File: src/rtl/bbpll_pkg.sv
`timescale 1ns/1ps
package bbpll_pkg;
  // Correction strobes from the control path to the counters
  typedef struct packed {
    logic phUp;   // phase path +1
    logic phDn;   // phase path -1
    logic ctrUp;  // centre path +2
    logic ctrDn;  // centre path -2
  } stepReq_t;
endpackage

File: src/rtl/bbpll_ctrl.sv
`timescale 1ns/1ps
module bbpll_ctrl
  import bbpll_pkg::*;
#(
  parameter int DIV    = 8,
  parameter int SYNC   = 2,
  parameter int WIN    = 16,
  parameter int THR    = 2,
  parameter int LOCK_N = 8
) (
  input  logic     clk,
  input  logic     rstN,
  input  logic     freeze,
  input  logic     refClk,
  output stepReq_t req,
  output logic     locked
);
  localparam int DCW = (DIV > 1) ? $clog2(DIV) : 1;
  localparam int WCW = (WIN > 1) ? $clog2(WIN) : 1;
  localparam int LCW = $clog2(WIN + 1);
  localparam int KCW = $clog2(LOCK_N + 1);

  // Divider
  logic [DCW-1:0] divCnt;
  logic           divClk;
  assign divClk = (divCnt < DCW'(DIV / 2));

  always_ff @(posedge clk or negedge rstN) begin
    if (!rstN)        divCnt <= '0;
    else if (!freeze) divCnt <= (divCnt == DCW'(DIV - 1)) ? '0 : divCnt + 1'b1;
  end

  // Reference synchroniser plus one stage for edge detection
  logic [SYNC:0] refHist;
  logic          refRise;
  always_ff @(posedge clk or negedge rstN) begin
    if (!rstN)        refHist <= '0;
    else if (!freeze) refHist <= {refHist[SYNC-1:0], refClk};
  end
  assign refRise = refHist[SYNC-1] & ~refHist[SYNC] & ~freeze;

  // Crossing detector
  logic lastSample, haveSample;
  logic flipUp, flipDn;
  assign flipDn = refRise & haveSample &  divClk & ~lastSample;
  assign flipUp = refRise & haveSample & ~divClk &  lastSample;

  always_ff @(posedge clk or negedge rstN) begin
    if (!rstN) begin
      lastSample <= 1'b0;
      haveSample <= 1'b0;
    end else if (refRise) begin
      lastSample <= divClk;
      haveSample <= 1'b1;
    end
  end

  // Centre window
  logic [WCW-1:0] winCnt;
  logic [LCW-1:0] leadCnt;
  logic [LCW:0]   leadTot, lagTot;
  logic           winEnd, ctrUp, ctrDn;

  always_comb begin
    leadTot = {1'b0, leadCnt} + (LCW+1)'(divClk);
    lagTot  = (LCW+1)'(WIN) - leadTot;
  end
  assign winEnd = refRise & (winCnt == WCW'(WIN - 1));
  assign ctrDn  = winEnd & (leadTot > lagTot + (LCW+1)'(THR));
  assign ctrUp  = winEnd & (lagTot > leadTot + (LCW+1)'(THR));

  always_ff @(posedge clk or negedge rstN) begin
    if (!rstN) begin
      winCnt  <= '0;
      leadCnt <= '0;
    end else if (winEnd) begin
      winCnt  <= '0;
      leadCnt <= '0;
    end else if (refRise) begin
      winCnt  <= winCnt + 1'b1;
      leadCnt <= leadTot[LCW-1:0];
    end
  end

  // Lock tracking
  logic [KCW-1:0] flipRun;
  always_ff @(posedge clk or negedge rstN) begin
    if (!rstN) flipRun <= '0;
    else if (ctrUp | ctrDn) flipRun <= '0;
    else if ((flipUp | flipDn) && flipRun != KCW'(LOCK_N)) flipRun <= flipRun + 1'b1;
  end
  assign locked = (flipRun == KCW'(LOCK_N));

  assign req = '{phUp: flipUp, phDn: flipDn, ctrUp: ctrUp, ctrDn: ctrDn};
endmodule

File: src/rtl/bbpll_dp.sv
`timescale 1ns/1ps
module bbpll_dp
  import bbpll_pkg::*;
#(
  parameter int FINE_W   = 6,
  parameter int COARSE_W = 4,
  parameter int P_INIT   = 32,
  parameter int K_INIT   = 8
) (
  input  logic                clk,
  input  logic                rstN,
  input  logic                freeze,
  input  stepReq_t            req,
  output logic [FINE_W-1:0]   fine,
  output logic [COARSE_W-1:0] coarse
);
  localparam int FSPAN = 1 << FINE_W;
  localparam int FMAX  = FSPAN - 1;
  localparam int KMAX  = (1 << COARSE_W) - 1;

  int                  delta, sum;
  logic [FINE_W-1:0]   nFine;
  logic [COARSE_W-1:0] nCoarse;

  always_comb begin
    delta = 0;
    if (req.phUp)  delta = delta + 1;
    if (req.phDn)  delta = delta - 1;
    if (req.ctrUp) delta = delta + 2;
    if (req.ctrDn) delta = delta - 2;
    sum     = int'(fine) + delta;
    nFine   = fine;
    nCoarse = coarse;
    if (sum > FMAX) begin
      if (int'(coarse) < KMAX) begin
        nFine   = FINE_W'(sum - FSPAN);
        nCoarse = coarse + 1'b1;
      end else begin
        nFine   = FINE_W'(FMAX);
      end
    end else if (sum < 0) begin
      if (coarse != '0) begin
        nFine   = FINE_W'(sum + FSPAN);
        nCoarse = coarse - 1'b1;
      end else begin
        nFine   = '0;
      end
    end else begin
      nFine = FINE_W'(sum);
    end
  end

  always_ff @(posedge clk or negedge rstN) begin
    if (!rstN) begin
      fine   <= FINE_W'(P_INIT);
      coarse <= COARSE_W'(K_INIT);
    end else if (!freeze) begin
      fine   <= nFine;
      coarse <= nCoarse;
    end
  end
endmodule

File: src/rtl/bbpll_loop.sv
`timescale 1ns/1ps
module bbpll_loop
  import bbpll_pkg::*;
#(
  parameter int DIV      = 8,
  parameter int WIN      = 16,
  parameter int THR      = 2,
  parameter int LOCK_N   = 8,
  parameter int FINE_W   = 6,
  parameter int COARSE_W = 4,
  parameter int P_INIT   = 32,
  parameter int K_INIT   = 8
) (
  input  logic                clk,
  input  logic                rstN,
  input  logic                freeze,
  input  logic                refClk,
  output logic [FINE_W-1:0]   fineVal,
  output logic [COARSE_W-1:0] coarseSel,
  output logic                locked
);
  stepReq_t stepReq;

  bbpll_ctrl #(.DIV(DIV), .SYNC(2), .WIN(WIN), .THR(THR), .LOCK_N(LOCK_N)) uCtrl (
    .clk(clk), .rstN(rstN), .freeze(freeze), .refClk(refClk),
    .req(stepReq), .locked(locked)
  );

  bbpll_dp #(.FINE_W(FINE_W), .COARSE_W(COARSE_W), .P_INIT(P_INIT), .K_INIT(K_INIT)) uDp (
    .clk(clk), .rstN(rstN), .freeze(freeze), .req(stepReq),
    .fine(fineVal), .coarse(coarseSel)
  );
endmodule

File: config.mk
export PLATFORM = sky130hd
export DESIGN_NAME = bbpll_loop
export DESIGN_NICKNAME = d
export VERILOG_FILES = /design/src/rtl/bbpll_pkg.sv /design/src/rtl/bbpll_ctrl.sv /design/src/rtl/bbpll_dp.sv /design/src/rtl/bbpll_loop.sv
export SDC_FILE = /design/constraint.sdc
export NUM_CORES = 1
export LEC_CHECK = 0
export BUFFER_PORTS_ARGS = -buffer_cell sky130_fd_sc_hd__buf_4
export CORE_UTILIZATION = 60
export CTS_BUF_LIST = sky130_fd_sc_hd__clkbuf_2 sky130_fd_sc_hd__clkbuf_4 sky130_fd_sc_hd__clkbuf_8
export DETAILED_ROUTE_END_ITERATION = 6
export PLACE_DENSITY = 0.79
export SLEW_MARGIN = 5
export SYNTH_ARGS = -nofsm -noshare
export SYNTH_HDL_FRONTEND = slang
export SYNTH_SLANG_ARGS = --single-unit
export TNS_END_PERCENT = 50
File: constraint.sdc
create_clock -name clk -period 15.59 [get_ports clk]
set_input_delay 1.559 -clock clk [delete_from_list [all_inputs] [get_ports clk]]
set_output_delay 1.559 -clock clk [all_outputs]
set_load 0.02 [all_outputs]
* Yosys cells after proc, flatten, opt, wreduce, memory -nomap -nowiden
Cells that the tools add are included.
** Cells by class
- $add $sub $neg :: 15
- $lt $le $gt $ge :: 6
- Equal/unequal tests :: 5
- Mux-type cells :: 19
- Bitwise gates (word level) :: 16
- Reductions and logical operators :: 7
** Operators with widths (number)
- $mux 32 :: 3
- $add 32x3->32 const B :: 1
- $add 7x32->32 :: 1
- $gt 32x7->1 const B :: 1
- $lt 32x1->1 const B :: 1
- $mux 4 :: 8
- $sub 32x3->32 const B :: 1
- $mux 6 :: 4
- $add 4x1->4 const B :: 3
- $add 6x2->6 const B :: 2
- $gt 6x6->1 :: 2
- $and 1x1->1 :: 10
- $mux 5 :: 2
- $eq 4x4->1 const B :: 2
- $reduce_bool 2->1 :: 4
- $add 5x1->6 :: 1
- $add 6x1->6 const B :: 1
- $sub 5x6->6 const A :: 1
- $sub 6x1->6 const B :: 1
- $lt 4x4->1 const B :: 1
- $ne 4x4->1 const B :: 1
- $not 1->1 :: 4
- $reduce_and 4->1 :: 1
- $reduce_bool 4->1 :: 1
- 10 further kinds :: 11
** Word-level totals
- Register bits :: 31
- Output and inout port bits :: 11
- Word-level logic and storage cells :: 77

* Longest topological paths before layout
Gate-level depths: netlist of run 1.
- Depth after elaboration :: 18
- Mapped depth :: 38
- Gate-level depth less buffers :: 36

* By module
From an unflattened synthesis of run 1, not the netlist that was laid out.
** Unflattened totals
- Cells, all modules :: 309
- Area total of the unflattened synthesis :: 2861.5 sq um
** By module, submodules not included
- bbpll_ctrl :: times used 1, cells an instance 172, area an instance 1607.8 sq um, seq. area each 525.5 sq um
- bbpll_dp :: times used 1, cells an instance 137, area an instance 1253.7 sq um, seq. area each 252.7 sq um

* Worst setup path after synthesis of run 1
No wires, ideal clock.
- Path type :: register to register
- Start :: register uCtrl.divCnt[2]
- End :: register uDp.coarse[3]
- Setup time :: 0.075 ns
- Data arrival time :: 7.724 ns
- Path slack :: 7.791 ns
- Cell stages (with the launch flop) :: 33
- Period minus slack after synthesis :: 7.799 ns
- Cells stage by stage :: dfrtp_1 inv_1 ha_1 ha_1 xnor2_1 ha_1 nor2b_1 and2_1 nor2_1 xor2_1 xor2_1 ha_1 and4_1 a211o_1 o21ai_1 nand2_1 ha_1 a21o_1 a21o_1 a41o_1 inv_1 a21oi_1 ha_1 nor4_1 and3_1 nand3_1 a2111oi_4 or3_1 ha_1 o21ai_0 or3b_2 a211oi_1 xor2_1
** Between the ends
- Word-level cells in the longest chain between the ends :: 15
** Ends and longest elaborated chain
- start: declaration :: line bbpll_ctrl.sv:24 : logic [DCW-1:0] divCnt;
- start signal: assignment :: line bbpll_ctrl.sv:30 : else if (!freeze) divCnt <= (divCnt == DCW'(DIV - 1)) ? '0 : divCnt + 1'b1;
- $lt 3x3->1 * :: line bbpll_ctrl.sv:26 : assign divClk = (divCnt < DCW'(DIV / 2));
- named net uCtrl.divClk :: line bbpll_ctrl.sv:25 : logic divClk;
- parallel branches: the longest is 9 deep, another holds $sub 32x3->32
- $mux 32 * :: line bbpll_dp.sv:30 : if (req.ctrDn) delta = delta - 2;
- $add 7x32->32 * :: line bbpll_dp.sv:31 : sum = int'(fine) + delta;
- $gt 32x7->1 / $lt 32x1->1 (equally long branches) :: line bbpll_dp.sv:34, bbpll_dp.sv:41
- $ne 2x2->1 (no source line) / $reduce_bool 2->1 (equally long branches)
- $reduce_and 4->1 (no source line)
- end signal: assignment :: line bbpll_dp.sv:56 : coarse <= COARSE_W'(K_INIT);
- end signal: assignment :: line bbpll_dp.sv:59 : coarse <= nCoarse;
- end: declaration :: line bbpll_dp.sv:15 : output logic [COARSE_W-1:0] coarse
Mark *: on every way through the listed nets, which the timed path passes.
A chain may end at the register's enable or synchronous reset.

* Final worst setup path of run 1
Ends and elaborated chain as after synthesis.

==> results of run 1 <==
-- path summary, 6_finish.rpt --
path                                      start          endpoint
max in group asynchronous                  rstN     uDp.coarse[3]
min in group asynchronous                  rstN  uCtrl.refHist[1]
worst min register to register  uCtrl.winCnt[3]   uCtrl.winCnt[3]
worst max register to register  uCtrl.divCnt[2]     uDp.coarse[3]
worst max-delay path            uCtrl.divCnt[2]     uDp.coarse[3]
worst min-delay path            uCtrl.winCnt[3]   uCtrl.winCnt[3]
-- per-stage QoR --
step / hold slack, ns / instances / power, uW / util / setup slack, ns
6_report: 0.477 / 362 / 631 / 0.682 / 6.77
5_1_grt: 0.499 / 362 / 697 / 0.682 / 5.98
4_1_cts: 0.483 / 362 / 634 / 0.682 / 6.78
3_5_place_dp: 0.469 / 354 / 550 / 0.656 / 6.83
3_3_place_gp: 0.457 / 354 / 537 / 0.656 / 7.12
2_1_floorplan: 0.440 / 294 / 455 / - / 7.79
-- state kept, by name (all words and copies together) (netlist names) --
register / count
uDp.fine: 6
uCtrl.leadCnt: 5
uCtrl.flipRun: 4
uCtrl.winCnt: 4
uDp.coarse: 4
uCtrl.divCnt: 3
uCtrl.refHist: 3
uCtrl.haveSample: 1
uCtrl.lastSample: 1
-- synth_stat cells (2+ instances only) --
library cell / instances / area, um2
xor2_1: 11 / 96.3
mux2_4: 2 / 30.0
dfstp_2: 2 / 52.6
xnor2_1: 12 / 105
nand2b_1: 6 / 37.5
or3b_2: 2 / 17.5
or2_2: 2 / 12.5
a21oi_1: 8 / 40.0
nor4_1: 5 / 31.3
clkbuf_1: 4 / 15.0
o21ai_0: 21 / 105
inv_1: 26 / 97.6
o21a_1: 2 / 15.0
mux2_2: 4 / 45.0
a41o_1: 3 / 30.0
and3_1: 3 / 18.8
o31ai_1: 3 / 22.5
or3_1: 2 / 12.5
a211o_1: 2 / 17.5
nand2_1: 35 / 131
nand4_1: 3 / 18.8
nor2_1: 15 / 56.3
dfrtp_1: 29 / 726
a211oi_1: 3 / 22.5
and2_1: 2 / 12.5
a21o_1: 6 / 45.0
nor3_1: 4 / 20.0
nand3_1: 8 / 40.0
ha_1: 46 / 576
a31oi_1: 4 / 25.0
nor2b_1: 2 / 12.5
-- layout make-up --
class	count	area share
inverters	26	0.0331
clock buffers	5	0.0233
multi-input cells	231	0.607
flip-flops and latches	31	0.264
well taps	52	0.0221
repair buffers	14	0.0356
clock inverters	3	0.0148
-- layer usage --
metal  part of all wire  global-route usage  wire, um
met1               0.46               0.276      2270
met2               0.49               0.387      2460
met3              0.028              0.0395       137
met4              0.021              0.0998       104
met5                  0                   0         0
-- kinds of logic (layout without fill, tap and decap cells) --
group	count (synthesis)	in the layout	synth area share
DFF	31	31	0.288
muxes	7	7	0.0315
AOI/OAI and AO/OA	59	59	0.147
and+or+nand+nor	95	95	0.190
xor gates and xnor gates	23	23	0.0746
adders and majority gates	47	47	0.221
buffers and inverters	32	48	0.0477
-- power by group --
| part | total, uW | internal (uW) | switching (uW) | leakage [uW] |
|---|---|---|---|---|
| Clock | 80.3 | 47.5 | 32.7 | 0.0000581 |
| Sequential | 151 | 115 | 35.9 | 0.000378 |
| Combinational | 400 | 183 | 217 | 0.00105 |
| Total | 631 | 346 | 285 | 0.00148 |
==> impl_metrics.csv, run 1 <==
group,metric,value,unit
run_status,outcome,"finished clean",
setup_path,cp_top_family,"simple AND/OR/NAND/NOR gates",
global_route,grt_pass1_vias,2055,
floorplanning,die_w,69.1,um
detailed_routing,drt-initial-drc-count,98,
worst_hold_path,whs_path_depth,1,
final_layout,antenna_cells,0,
detailed_routing,wl_per_cell,13.7,um
clocking,cts_setup_buffers,0,
synthesis,syn_inst,294,
global_route,grt_pass1_wl,8.79,mm
sta,rsz0062_at_grt,"false",
clocking,numCtsBuffers,5,
synthesis,synth_fp_nets,345,
synthesis,syn_area_per_cell,9.18,um2
run,cap_violations,0,
setup_path,worst-path-max-fanout,23,
sta,fin_tns_setup,0,ns
sta,hold_viol,0,
global_route,grt-ovfl-total,0,
setup_path,end_kind,"flop",
clocking,tritoncts,"done",
final_layout,drive_gt1_frac,0.123,
placement,dp_hpwl,3.87,mm
global_route,grt_antenna_before_repair,0,
synthesis,synth_ff_type,"dfrtp_1",
setup_path,r2r_cells,32,
clocking,clk_latency,0.29,ns
synthesis,ys_warn_count,0,
placement,placed_cell_area,2840,um2
final_layout,syn_to_final_growth,9.32,%
sta,finalCritPeriodShare,0.566,
setup_path,cp_num_buf_inv,2,
setup_path,critPathMaxStageDelay,0.64,ns
final_layout,multi_input_comb_area,1790,um2
floorplanning,core,4320,um2
clocking,cts.sinks,31,
sta,skew,0.00551,ns
setup_path,critical_path_cell_count,32,
final_layout,register_area,778,um2
detailed_routing,wl,4.98,mm
setup_path,slowest_stage,"nand2_1",
sta,tightest_slew,0.803,ns
setup_path,crit_type,"reg -> reg",
sta,setup_violations,0,
clocking,clk_pin_slew_worst_paths,0.07,ns
floorplanning,die_h,69.1,um
placement,portBuffers,14,
setup_path,critPathLaunchType,"flop",
global_route,grt_use_total,0.226,
final_layout,design_area,2950,um2
detailed_routing,drcViolationCount,0,
sta,period_minus_slack,8.82,ns
sta,slew_headroom,0.463,
sta,fmax,0.113,GHz
floorplanning,io_pins,15,
clocking,htree_levels,2,
floorplanning,start_util,0.624,
synthesis,synth_edf_count,0,
power,p_leak,0.00148,uW
placement,gp_congestion,0.898,
clocking,cts_root_buffer,"clkbuf_8",
floorplanning,rows,24,
setup_path,crit_path_frequent_cell,"ha_1",
clocking,cts-hold-fix-buffers,0,
setup_path,cp.arrival,9.04,ns
setup_path,worst-r2r-setup-slack,6.77,ns
synthesis,yosysUniqueCellTypes,48,
floorplanning,die-area,4770,um2
synthesis,synth_area,2700,um2
detailed_routing,num_vias,2112,
clocking,cts_resized,0,
detailed_routing,vias_per_cell,5.83,
worst_hold_path,holdCritPathClass,"reg -> reg",
final_layout,fillers,356,
final_layout,mostFrequentLayoutCells,"46 x ha_1, 35 x nand2_1, 29 x dfrtp_1, 26 x inv_1, 21 x o21ai_0",
synthesis,synth_seq_area_share,0.288,
power,vdd.ir_drop.worst,156,uV
synthesis,ys_ff_latch,31,
global_route,grt_max_degree,32,
detailed_routing,antenna_left,0,
synthesis,async_reset_ff_frac,1.00,
setup_path,crit_required,15.81,ns
final_layout,nets,360,
sta,slew_viol_final,0,
final_layout,layout_commonest_cell,"ha_1",
clocking,clockBufferDepth,2,
power,power.density,214,nW/um2
detailed_routing,dr.pass1.iters,4,
No activity file was read; power rests on OpenSTA's default activity.
==> run 2, diff against run 1 <==
CORE_UTILIZATION = 58   (was 60)
clock period = 7.7 ns   (was 15.59 ns; I/O delays follow)
==> run 2 against run 1 <==
Compared with the run above: total power rose by 120%; worst hold slack got worse by 0.068 ns; clock power rose by 110%; combinational power rose by 130%; clock skew fell by 0.0020 ns; die area rose by 3.4%; sequential power rose by 110%; sequential share of layout area fell by 1.3 points; critical endpoint is now uDp.coarse[2].
==> impl_metrics.csv, run 2 (same netlist as run 1, synthesis figures left out) <==
group,metric,value,unit
setup_path,r2r_cells,36,
power,power.density,445,nW/um2
floorplanning,rows,24,
global_route,grt_pass1_vias,2237,
power,p_int,770,uW
global_route,grt_pass1_wl,9.98,mm
setup_path,worst-path-max-fanout,7,
global_route,grt_use_total,0.251,
final_layout,nets,372,
power,clock_power_share,0.123,
global_route,grt_antenna_before_repair,0,
floorplanning,io_pins,15,
detailed_routing,vias_per_cell,5.91,
run,cap_violations,0,
setup_path,crit_path_frequent_cell,"ha_1",
setup_path,critPathLaunchType,"flop",
final_layout,syn_to_final_growth,15.3,%
setup_path,end_kind,"flop",
sta,skew,0.00356,ns
placement,gp_congestion,0.892,
power,p_sw,614,uW
power,fin_total_pwr,1380,uW
sta,slew_headroom,0.542,
sta,period_minus_slack,7.31,ns
placement,portBuffers,14,
global_route,grt-ovfl-total,0,
detailed_routing,drt-initial-drc-count,98,
run_status,outcome,"finished clean",
setup_path,cp.arrival,7.49,ns
sta,worst_slack,0.386,ns
final_layout,layout_commonest_cell,"ha_1",
detailed_routing,drcViolationCount,0,
setup_path,slowest_stage,"dfrtp_2",
floorplanning,die_h,70.2,um
sta,setup_violations,0,
power,seqPwrFrac,0.224,
floorplanning,start_util,0.611,
final_layout,antenna_cells,0,
sta,tightest_slew,0.682,ns
clocking,clk_latency,0.29,ns
worst_hold_path,holdCritPathClass,"in -> async",
setup_path,worst-r2r-setup-slack,0.39,ns
detailed_routing,wl_per_cell,15.4,um
setup_path,r2r-end,"uDp.coarse[2]",
final_layout,max_flop_register,"uDp.fine",
detailed_routing,dr.pass1.iters,4,
clocking,cts_root_buffer,"clkbuf_8",
power,combinationalPowerShare,0.653,
placement,dp_hpwl,4.05,mm
clocking,clockBufferDepth,2,
placement,place_ws,0.00651,ns
clocking,htree_levels,2,
floorplanning,die-area,4930,um2
detailed_routing,num_vias,2210,
sta,fmax,0.137,GHz
final_layout,largest_register_ffs,6,
detailed_routing,wl,5.76,mm
clocking,cts.sinks,31,
final_layout,mostFrequentLayoutCells,"44 x ha_1, 34 x nand2_1, 28 x dfrtp_1, 26 x buf_4, 24 x inv_1",
floorplanning,core,4410,um2
setup_path,crit_type,"reg -> reg",
clocking,cts-hold-fix-buffers,0,
sta,slew_viol_final,0,
power,p_sw_frac,0.444,
power,vdd.ir_drop.worst,323,uV
clocking,numCtsBuffers,5,
floorplanning,die_w,70.2,um
setup_path,critPathMaxStageDelay,0.42,ns
setup_path,r2r-start,"uCtrl.divCnt[2]",
power,p_leak,0.00155,uW
clocking,tritoncts,"done",
setup_path,crit_required,7.88,ns
sta,finalCritPeriodShare,0.950,
detailed_routing,antenna_left,0,
sta,hold_viol,0,
final_layout,reg.largest.list,"uDp.fine x6, uCtrl.leadCnt x5",
final_layout,drive_gt1_frac,0.208,
global_route,grt_max_degree,32,
clocking,clk_pin_slew_worst_paths,0.07,ns
run 2: area by class of cell:
class / instances / area (um2)
Clock buffer: 6 / 82.6
Clock inverter: 2 / 35.0
Fill cell: 336 / 1300
Inverter: 26 / 97.6
Multi-Input combinational cell: 231 / 1860
Sequential cell: 31 / 779
Tap cell: 52 / 65.1
Timing Repair Buffer: 26 / 195
run 2: worst max-delay path by stage:
stage                     from            end  slack, ns  cells after the start
2_1_floorplan  uCtrl.divCnt[2]  uDp.coarse[3]       0.11                     32
4_1_cts        uCtrl.divCnt[2]  uDp.coarse[2]       0.03                     34
5_1_grt        uCtrl.divCnt[2]  uDp.coarse[2]      -0.04                     33
6_report       uCtrl.divCnt[2]  uDp.coarse[2]       0.39                     36
3_3_place_gp   uCtrl.divCnt[2]  uDp.coarse[2]       0.25                     34
3_5_place_dp   uCtrl.divCnt[2]  uDp.coarse[2]      0.007                     34
run 2: repair_timing:
| item | CTS | global route |
|---|---|---|
| setup endpoints to repair | 2 | 3 |
| setup buffers | 1 | 5 |
| pin swaps | 2 | 3 |
| resized for setup | 2 | 17 |
run 2: through the flow:
stage	hold slack (ns)	instances	utilization	area, um2	TNS, ns
finish	0.409	374	0.705	3110	0
detailed placement	0.462	360	0.654	2890	0
CTS	0.415	369	0.684	3020	0
floorplan	0.440	294	-	2700	0
global route	0.431	374	0.705	3110	-0.0810
global placement	0.458	360	0.654	2890	0
run 2: layer usage:
metal | part of all wire | track usage
met1 | 0.45 | 0.317
met2 | 0.50 | 0.415
met3 | 0.028 | 0.0491
met4 | 0.023 | 0.109
met5 | 0 | 0
run 2: power groups by stage:
stage                     sequential [uW]  clock, uW  combinational, uW
after floorplan                       319          0                602
after global placement                307          0                792
after detailed placement              311          0                824
after CTS                             309        172                856
after global routing                  320        178               1020
final                                 310        170                904
run 2: worst max-delay path, delay by kind of cell, from the launching register on:
family          cells  cell delay [ns]
compound gates     10             1.98
fa+ha+maj           8             1.97
simple gates       11             1.76
buf+inv             4             0.45
flops               1             0.42
xor+xnor            2             0.32
mux                 1             0.28
==> run 3, diff against run 2 <==
CORE_UTILIZATION = 60   (was 58)
clock period = 6.75 ns   (was 7.7 ns; I/O delays follow)
==> run 3 against run 2 <==
Compared with the run above: the flow now finishes with violations (negative setup slack); clock power increased by 11%; global-route usage rose by 2.7 points; combinational power up 63%; sequential power rose by 16%; cell area increased by 18%.
==> impl_metrics.csv, run 3 (same netlist as run 1, synthesis figures left out) <==
group,metric,value,unit
run_status,outcome,"finished with violations",
run_status,violations,"negative setup slack",
final_layout,reg.largest.list,"uDp.fine x6, uCtrl.leadCnt x5",
sta,slew_headroom,0.647,
global_route,grt-ovfl-total,0,
worst_hold_path,holdCritPathClass,"in -> async",
clocking,clk_latency,0.28,ns
final_layout,antenna_cells,0,
placement,gp_congestion,0.858,
sta,rsz0062_at_grt,"true",
floorplanning,rows,24,
setup_path,crit_required,6.96,ns
setup_path,cp_top_family,"simple AND/OR/NAND/NOR gates",
setup_path,cp.arrival,7.07,ns
detailed_routing,num_vias,2403,
global_route,grt_max_degree,32,
clocking,clk_pin_slew_worst_paths,0.07,ns
setup_path,critPathMaxStageDelay,0.51,ns
power,power.density,550,nW/um2
setup_path,crit_type,"reg -> reg",
detailed_routing,wl,6.76,mm
sta,skew,0.00449,ns
clocking,clockBufferDepth,2,
sta,hold_viol,0,
setup_path,cp_num_buf_inv,1,
final_layout,syn_to_final_growth,35.8,%
sta,tightest_slew,0.524,ns
power,p_leak,0.00177,uW
placement,portBuffers,14,
setup_path,worst-r2r-setup-slack,-0.11,ns
floorplanning,die-area,4770,um2
floorplanning,core,4320,um2
clocking,cts_root_buffer,"clkbuf_8",
detailed_routing,wl_per_cell,16.5,um
detailed_routing,drcViolationCount,0,
global_route,grt_pass1_wl,10.8,mm
detailed_routing,vias_per_cell,5.86,
final_layout,mostFrequentLayoutCells,"61 x buf_4, 35 x ha_1, 33 x nand2_1, 29 x dfrtp_1, 20 x inv_1",
final_layout,design_area,3660,um2
setup_path,end_kind,"flop",
setup_path,r2r_cells,31,
final_layout,largest_register_ffs,6,
clocking,cts.sinks,31,
placement,dp_hpwl,4.29,mm
placement,placed_cell_area,3220,um2
setup_path,critPathLaunchType,"flop",
floorplanning,die_w,69.1,um
final_layout,max_flop_register,"uDp.fine",
detailed_routing,drt-initial-drc-count,141,
final_layout,nets,408,
sta,fmax,0.146,GHz
global_route,grt_antenna_before_repair,0,
setup_path,slowest_stage,"or4_4",
global_route,grt_pass1_vias,2359,
global_route,grt_use_total,0.278,
detailed_routing,dr.pass1.iters,4,
sta,period_minus_slack,6.86,ns
final_layout,layout_commonest_cell,"buf_4",
power,vdd.ir_drop.worst,425,uV
detailed_routing,antenna_left,0,
setup_path,crit_path_frequent_cell,"ha_4",
clocking,tritoncts,"done",
setup_path,r2r-end,"uDp.coarse[3]",
floorplanning,io_pins,15,
sta,setup_violations,2,
run,cap_violations,0,
setup_path,r2r-start,"uCtrl.leadCnt[0]",
clocking,htree_levels,2,
setup_path,worst-path-max-fanout,4,
placement,dp.cells,385,
final_layout,instances_no_fill,410,
final_layout,fillers,233,
sta,slew_viol_final,0,
clocking,numCtsBuffers,5,
sta,finalCritPeriodShare,1.02,
sta,worst_slack,-0.111,ns
floorplanning,start_util,0.624,
floorplanning,die_h,69.1,um
final_layout,drive_gt1_frac,0.377,
## run 3: worst register-to-register path: cells and delay by family, from the launching register on
family	cells	cell delay, ns
AO/OA/AOI/OAI	6	1.16
adder cells (fa/ha/maj)	7	1.63
buffers and inverters	1	0.12
AND/OR/NAND/NOR	12	2.63
flip-flops	1	0.41
XOR/XNOR	5	0.82
## run 3: how the worst max path moves through the flow
stage / startpoint / end / slack (ns) / cells past startpoint
2_1_floorplan: uCtrl.divCnt[2] / uDp.coarse[3] / -0.01 / 33
3_3_place_gp: uCtrl.leadCnt[0] / uDp.coarse[2] / -0.13 / 33
3_5_place_dp: uCtrl.leadCnt[0] / uDp.coarse[2] / -0.22 / 33
4_1_cts: uCtrl.leadCnt[0] / uDp.coarse[2] / 0.01 / 33
5_1_grt: uCtrl.leadCnt[0] / uDp.coarse[3] / -0.48 / 33
6_report: uCtrl.leadCnt[0] / uDp.coarse[3] / -0.11 / 31
## run 3: where the power goes
part	leakage, uW	switching [uW]	internal (uW)	total (uW)
clock	0.0000612	68.4	119	188
combinational	0.00133	695	773	1470
sequential	0.000378	94.7	265	360
total	0.00177	858	1160	2020
## run 3: cell type report
class	instances	area [um2]	share of cell area
clock buffers	6	82.6	0.0225
flip-flops and latches	31	778	0.212
inverters	26	97.6	0.0266
repair buffers	62	469	0.128
multi-input cells	231	2140	0.583
clock inverters	2	35.0	0.00956
well taps	52	65.1	0.0178
## run 3: repair_timing
item | CTS | global route
pin swaps | 24 | 15
hold buffers | 0 | 0
endpoints found under the setup margin | 2 | 4
buffers inserted | 11 | 6
resized for setup | 17 | 24
## run 3: per-layer routing
| layer | track usage | up-vias | part of all wire |
|---|---|---|---|
| met5 | 0 | - | 0 |
| met4 | 0.0703 | 0 | 0.024 |
| met3 | 0.0380 | 17 | 0.030 |
| met2 | 0.487 | 49 | 0.52 |
| met1 | 0.359 | 1175 | 0.43 |
| li1 | - | 1162 | - |
## run 3: per-stage QoR
step	TNS (ns)	utilization	power, uW	hold WS [ns]	worst slack [ns]
finish	-0.182	0.848	2020	0.318	-0.111
global route	-1.13	0.848	2180	0.345	-0.485
CTS	0	0.807	1830	0.327	0.0135
detailed placement	-0.339	0.745	1520	0.462	-0.224
global placement	-0.144	0.745	1490	0.463	-0.135
floorplan	-0.0213	-	1160	0.379	-0.0107
